--- config.mk ---
export PLATFORM = sky130hd
export DESIGN_NAME = evt_int_prescaler
export DESIGN_NICKNAME = d
export VERILOG_FILES = /design/src/rtl/evtp_pkg.sv /design/src/rtl/evtp_src_mux.sv /design/src/rtl/evtp_counter.sv /design/src/rtl/evt_int_prescaler.sv
export SDC_FILE = /design/constraint.sdc
export NUM_CORES = 1
export LEC_CHECK = 0
export ABC_CLOCK_PERIOD_IN_PS = 2400
export BUFFER_PORTS_ARGS = -buffer_cell sky130_fd_sc_hd__buf_4
export CAP_MARGIN = 10
export CORE_MARGIN = 4
export CORE_UTILIZATION = 46
export CTS_BUF_LIST = sky130_fd_sc_hd__clkbuf_4 sky130_fd_sc_hd__clkbuf_8
export DETAILED_ROUTE_END_ITERATION = 6
export GPL_TIMING_DRIVEN = 0
export PLACE_DENSITY = 0.92
export REMOVE_ABC_BUFFERS = 1
export SLEW_MARGIN = 15
export SYNTH_ARGS = -nofsm -noshare
export SYNTH_HDL_FRONTEND = slang
export SYNTH_SLANG_ARGS = --single-unit
--- constraint.sdc ---
create_clock -name clk -period 2.4 [get_ports clk]
set_input_delay 0 -clock clk [delete_from_list [all_inputs] [get_ports clk]]
set_output_delay 0 -clock clk [all_outputs]
set_load 0.02 [all_outputs]
--- src/rtl/evtp_pkg.sv ---
package evtp_pkg;
  typedef enum logic [2:0] {
    SRC_OFF_A = 3'b000,
    SRC_ZERO  = 3'b001,
    SRC_PRD   = 3'b010,
    SRC_OFF_B = 3'b011,
    SRC_UP_LO = 3'b100,
    SRC_DN_LO = 3'b101,
    SRC_UP_HI = 3'b110,
    SRC_DN_HI = 3'b111
  } src_e;
endpackage

--- src/rtl/evtp_src_mux.sv ---
module evtp_src_mux #(
  parameter int NUM_CMP = 4
) (
  input  logic               evt_zero,
  input  logic               evt_period,
  input  logic [NUM_CMP-1:0] cmp_up_hit,
  input  logic [NUM_CMP-1:0] cmp_dn_hit,
  input  logic [2:0]         src_sel,
  input  logic               grp_alt,
  output logic               evt_hit
);
  import evtp_pkg::*;
  localparam int HALF  = NUM_CMP / 2;
  localparam int IDX_W = (NUM_CMP > 1) ? $clog2(NUM_CMP) : 1;

  logic [IDX_W-1:0] lo_idx, hi_idx;
  src_e             code;

  always_comb begin
    lo_idx = grp_alt ? IDX_W'(HALF)     : IDX_W'(0);
    hi_idx = grp_alt ? IDX_W'(HALF + 1) : IDX_W'(1);
    code   = src_e'(src_sel);
    case (code)
      SRC_ZERO:  evt_hit = evt_zero;
      SRC_PRD:   evt_hit = evt_period;
      SRC_UP_LO: evt_hit = cmp_up_hit[lo_idx];
      SRC_DN_LO: evt_hit = cmp_dn_hit[lo_idx];
      SRC_UP_HI: evt_hit = cmp_up_hit[hi_idx];
      SRC_DN_HI: evt_hit = cmp_dn_hit[hi_idx];
      default:   evt_hit = 1'b0;
    endcase
  end
endmodule

--- src/rtl/evtp_counter.sv ---
module evtp_counter #(
  parameter int W = 4
) (
  input  logic         clk,
  input  logic         rst_n,
  input  logic         active,
  input  logic [W-1:0] prd,
  input  logic         evt,
  input  logic         load,
  input  logic [W-1:0] load_val,
  input  logic         fire,
  output logic [W-1:0] cnt,
  output logic         reached
);
  logic prd_on;

  assign prd_on  = (prd != '0);
  assign reached = prd_on && (cnt >= prd);

  always_ff @(posedge clk or negedge rst_n) begin
    if (!rst_n) begin
      cnt <= '0;
    end else if (load) begin
      cnt <= load_val;
    end else if (active && prd_on) begin
      if (fire) begin
        cnt <= '0;
      end else if (evt && (cnt < prd)) begin
        cnt <= cnt + 1'b1;
      end
    end
  end
endmodule

--- src/rtl/evt_int_prescaler.sv ---
module evt_int_prescaler #(
  parameter int SHORT_W = 2,
  parameter int WIDE_W  = 4,
  parameter int NUM_CMP = 4
) (
  input  logic               clk,
  input  logic               rst_n,
  input  logic               evt_zero,
  input  logic               evt_period,
  input  logic [NUM_CMP-1:0] cmp_up_hit,
  input  logic [NUM_CMP-1:0] cmp_dn_hit,
  input  logic               sync_in,
  input  logic               cfg_int_en,
  input  logic [2:0]         cfg_src_sel,
  input  logic               cfg_grp_alt,
  input  logic               cfg_ps_wide,
  input  logic [SHORT_W-1:0] cfg_short_prd,
  input  logic [WIDE_W-1:0]  cfg_wide_prd,
  input  logic [WIDE_W-1:0]  cfg_init_val,
  input  logic               cfg_init_en,
  input  logic               sw_force,
  input  logic               sw_init_force,
  input  logic               flag_clr,
  output logic               irq_pulse,
  output logic               irq_flag,
  output logic [SHORT_W-1:0] short_cnt,
  output logic [WIDE_W-1:0]  wide_cnt
);
  logic sel_hit, evt_any;
  logic short_reached, wide_reached, act_reached;
  logic fire, wide_load;

  evtp_src_mux #(.NUM_CMP(NUM_CMP)) src_i (
    .evt_zero   (evt_zero),
    .evt_period (evt_period),
    .cmp_up_hit (cmp_up_hit),
    .cmp_dn_hit (cmp_dn_hit),
    .src_sel    (cfg_src_sel),
    .grp_alt    (cfg_grp_alt),
    .evt_hit    (sel_hit)
  );

  assign evt_any     = sel_hit | sw_force;
  assign wide_load   = cfg_init_en & (sync_in | sw_init_force);
  assign act_reached = cfg_ps_wide ? wide_reached : short_reached;
  assign fire        = act_reached & ~irq_flag & cfg_int_en;

  evtp_counter #(.W(SHORT_W)) short_i (
    .clk      (clk),
    .rst_n    (rst_n),
    .active   (~cfg_ps_wide),
    .prd      (cfg_short_prd),
    .evt      (evt_any),
    .load     (1'b0),
    .load_val ({SHORT_W{1'b0}}),
    .fire     (fire),
    .cnt      (short_cnt),
    .reached  (short_reached)
  );

  evtp_counter #(.W(WIDE_W)) wide_i (
    .clk      (clk),
    .rst_n    (rst_n),
    .active   (cfg_ps_wide),
    .prd      (cfg_wide_prd),
    .evt      (evt_any),
    .load     (wide_load),
    .load_val (cfg_init_val),
    .fire     (fire),
    .cnt      (wide_cnt),
    .reached  (wide_reached)
  );

  always_ff @(posedge clk or negedge rst_n) begin
    if (!rst_n) begin
      irq_pulse <= 1'b0;
      irq_flag  <= 1'b0;
    end else begin
      irq_pulse <= fire;
      if (fire) irq_flag <= 1'b1;
      else if (flag_clr) irq_flag <= 1'b0;
    end
  end
endmodule

==> flow_metrics.env <==
export IMPL_status="complete, no violations"
export IMPL_ys_warn_count=0
export IMPL_synth_xor_area_share_pct=0
export IMPL_placed_cell_area_sq_um=1090
export IMPL_clkTransAtPathRegs_ps=50
export IMPL_final_cell_area_sq_um=1150
export IMPL_htree_levels=1
export IMPL_synth_area_leaders="dfrtp_1 (26%), ha_1 (11%), inv_1 (4.9%), mux2i_1 (3.9%), nand2_1 (3.9%)"
export IMPL_die_w_um=48.9
export IMPL_ant_nets=0
export IMPL_std_cell_rows=14
export IMPL_grt_pass1_vias=868
export IMPL_vias_per_cell=5.78
export IMPL_port_buffers=40
export IMPL_fin_crit_sh_pct=84.9
export IMPL_start_util_pct=49.9
export IMPL_vias=879
export IMPL_ios=41
export IMPL_crit_path_end_kind="flop"
export IMPL_dpl_hpwl_um=1820
export IMPL_die_h_um=48.9
export IMPL_share_comb_of_total_power_pct=58.7
export IMPL_critical_path_class="flop to flop"
export IMPL_clock_fmax_ghz=0.491
export IMPL_rsz0062_at_grt="false"
export IMPL_yosysUniqueCellTypes=35
export IMPL_seq_power_share_pct=30.1
export IMPL_n_antenna_cell=0
export IMPL_cp_arrival_ps=2170
export IMPL_cp_required_ps=2530
export IMPL_p_clk_share_pct=11.2
export IMPL_antenna_found_initial=0
export IMPL_worst_setup_path_start_kind="flop"
export IMPL_cts_tree="built"
export IMPL_worst_path_stages=8
export IMPL_yosys_area_top_type_share_pct=26.0
export IMPL_syn_area_sq_um=769
export IMPL_power_share_switching_pct=43.5
export IMPL_final_util_pct=74.8
export IMPL_core_region_area_sq_um=1540
export IMPL_worstRegToRegCells=8
export IMPL_synth_area_leader_cell="dfrtp_1"
export IMPL_drv_cap=0
export IMPL_tightest_slew_ps=540
export IMPL_grt_max_degree=9
export IMPL_clk_latency_ps=240
export IMPL_synth_area_mux_share_pct=6.83
export IMPL_synth_top_family_by_area="compound AO/OA/AOI/OAI gates"
export IMPL_grt_ovfl_total=0
export IMPL_clock_path_buffers=2
export IMPL_hold_buffers=4
export IMPL_place_inst=145
export IMPL_clock_sinks=8
export IMPL_final_hold_violation_count=0
export IMPL_period_minus_slack_ps=2040
export IMPL_postCtsSetupBuffers=0
export IMPL_drcViolationCount=0
export IMPL_path_max_fanout=7
export IMPL_critPathMaxStageDelay_ps=480
export IMPL_worstPathCellList="inv_1 > ha_1 > nand2b_1 > a21oi_1 > nor4b_1 > nor2_4 > a32o_1 > a31o_1"
export IMPL_dr_pass1_iters=4
export IMPL_synth_compound_area_share_pct=26.8
export IMPL_timing_hold_ws_ps=101
export IMPL_wirelength_um=2180
export IMPL_grt_first_pass_wirelength_um=3690
export IMPL_setup_tns_ps=0
export IMPL_p_switching_mw=0.370
export IMPL_seq_area_sq_um=200
export IMPL_multi_input_area_sq_um=532
export IMPL_power_density_nw_per_um2=739
export IMPL_die_area_sq_um=2390
export IMPL_cts_root_buf="clkbuf_4"
export IMPL_syn_avg_cell_area_sq_um=8.65
export IMPL_wl_per_cell_um=14.3
export IMPL_crit_family="simple AND/OR/NAND/NOR gates"
export IMPL_grt_use_total_pct=18.9
export IMPL_maxSlewHeadroom_pct=63.5
export IMPL_final_cells=152
export IMPL_drt_initial_drc_count=11
export IMPL_ys_seq_area_share_pct=26.0
export IMPL_slowest_stage="nor4b_1"
export IMPL_cts_resized=0
export IMPL_synth_seq_cells=8
export IMPL_synth_simple_area_share_pct=24.1
export IMPL_drv_slew=0
export IMPL_postSynthCellCount=89
export IMPL_cp_buffers_inverters=1
export IMPL_setup_violations=0
export IMPL_skew_ps=1.73
export IMPL_synth_adder_area_share_pct=11.4
export IMPL_nets=178
export IMPL_intPower_mw=0.481
export IMPL_ir_worst_vdd_v=0.000492
export IMPL_area_growth_pct=49.8
export IMPL_fillers=121
export IMPL_gp_congestion=0.829
export IMPL_leakage_nw=0.567
export IMPL_drive_gt1_share_pct=35.3
export IMPL_numCtsBuffers=3
export IMPL_hp_class="input pin to asynchronous set/reset pin"
==> power by group through the flow <==
stage	Clock (mW)	Combinational (mW)	Sequential [mW]
2_1_floorplan	0	0.246	0.306
5_1_grt	0.112	0.552	0.268
4_1_cts	0.0991	0.503	0.255
3_5_place_dp	0	0.495	0.257
6_report	0.0957	0.500	0.256
3_3_place_gp	0	0.479	0.254
==> flip-flops by register name (all words and copies together) (netlist names) <==
| register | cells |
|---|---|
| irq_flag | 1 |
| irq_pulse | 1 |
| short_i.cnt | 2 |
| wide_i.cnt | 4 |
==> worst paths after layout <==
kind	from	to	slack (ps)
setup / recovery	short_i.cnt[0]	short_i.cnt[1]	360
hold / removal	rst_n	irq_flag	100
setup reg to reg	short_i.cnt[0]	short_i.cnt[1]	360
hold reg to reg	short_i.cnt[0]	short_i.cnt[0]	580
max in group asynchronous	rst_n	wide_i.cnt[0]	2180
min in group clk	cfg_init_val[1]	wide_i.cnt[1]	120
==> layer usage <==
layer / GRT usage (%) / vias up / share of wire (%)
met5: 0 / - / 0
met2: 33.5 / 36 / 49
met1: 22.1 / 403 / 42
met3: 3.06 / 4 / 7.4
li1: - / 436 / -
met4: 8.07 / 0 / 1.4
==> synth_stat cells <==
| library cell | n |
|---|---|
| inv_1 | 10 |
| dfrtp_1 | 8 |
| nand2_1 | 8 |
| ha_1 | 7 |
| nor2_1 | 7 |
| a21oi_1 | 4 |
| o211ai_1 | 4 |
| o21ai_0 | 4 |
| mux2i_1 | 3 |
| nand3_1 | 3 |
| nor3b_1 | 3 |
| nand3b_1 | 2 |
| o311a_1 | 2 |
| o311ai_1 | 2 |
| o31ai_1 | 2 |
| a2111o_1 | 1 |
| a211oi_2 | 1 |
| a31o_1 | 1 |
| a31oi_1 | 1 |
| a32o_1 | 1 |
| and3_1 | 1 |
| and4_1 | 1 |
| and4_4 | 1 |
| mux4_2 | 1 |
| nand2b_1 | 1 |
| nand4_1 | 1 |
| nor2_2 | 1 |
| nor2_4 | 1 |
| nor2b_1 | 1 |
| nor3_1 | 1 |
| nor4b_1 | 1 |
| o21a_1 | 1 |
| o21bai_1 | 1 |
| o41a_1 | 1 |
| o41ai_1 | 1 |
==> final cells by class <==
cell class                 count  share of cell area [%]
clock buffer                   3                    1.95
multi-input combinational     71                    46.1
inverter                      10                    3.26
timing repair buffer          44                    29.5
sequential                     8                    17.4
tap                           16                    1.74
==> cell families (layout without fill, tap and decap cells) <==
logic type / Yosys count / in the layout
multiplexers: 4 / 4
adder cells (fa/ha/maj): 7 / 7
buffers and inverters: 10 / 57
AO/OA/AOI/OAI: 27 / 27
AND/OR/NAND/NOR: 33 / 33
flip-flops: 8 / 8
==> layout by cell type (no fill, tap or decap), types with 4 or more instances in the layout <==
master         instances
o21ai_0                4
a21oi_1                4
o211ai_1               4
ha_1                   7
nand2_1                8
nor2_1                 7
dlygate4sd3_1          4
inv_1                 10
buf_4                 40
dfrtp_1                8
==> through the flow <==
step	total power [mW]	setup WS, ps
after floorplan	0.552	358
after global placement	0.733	395
after detailed placement	0.752	369
after CTS	0.857	363
after global routing	0.932	208
final	0.852	363
No activity file was read; power rests on OpenSTA's default activity.
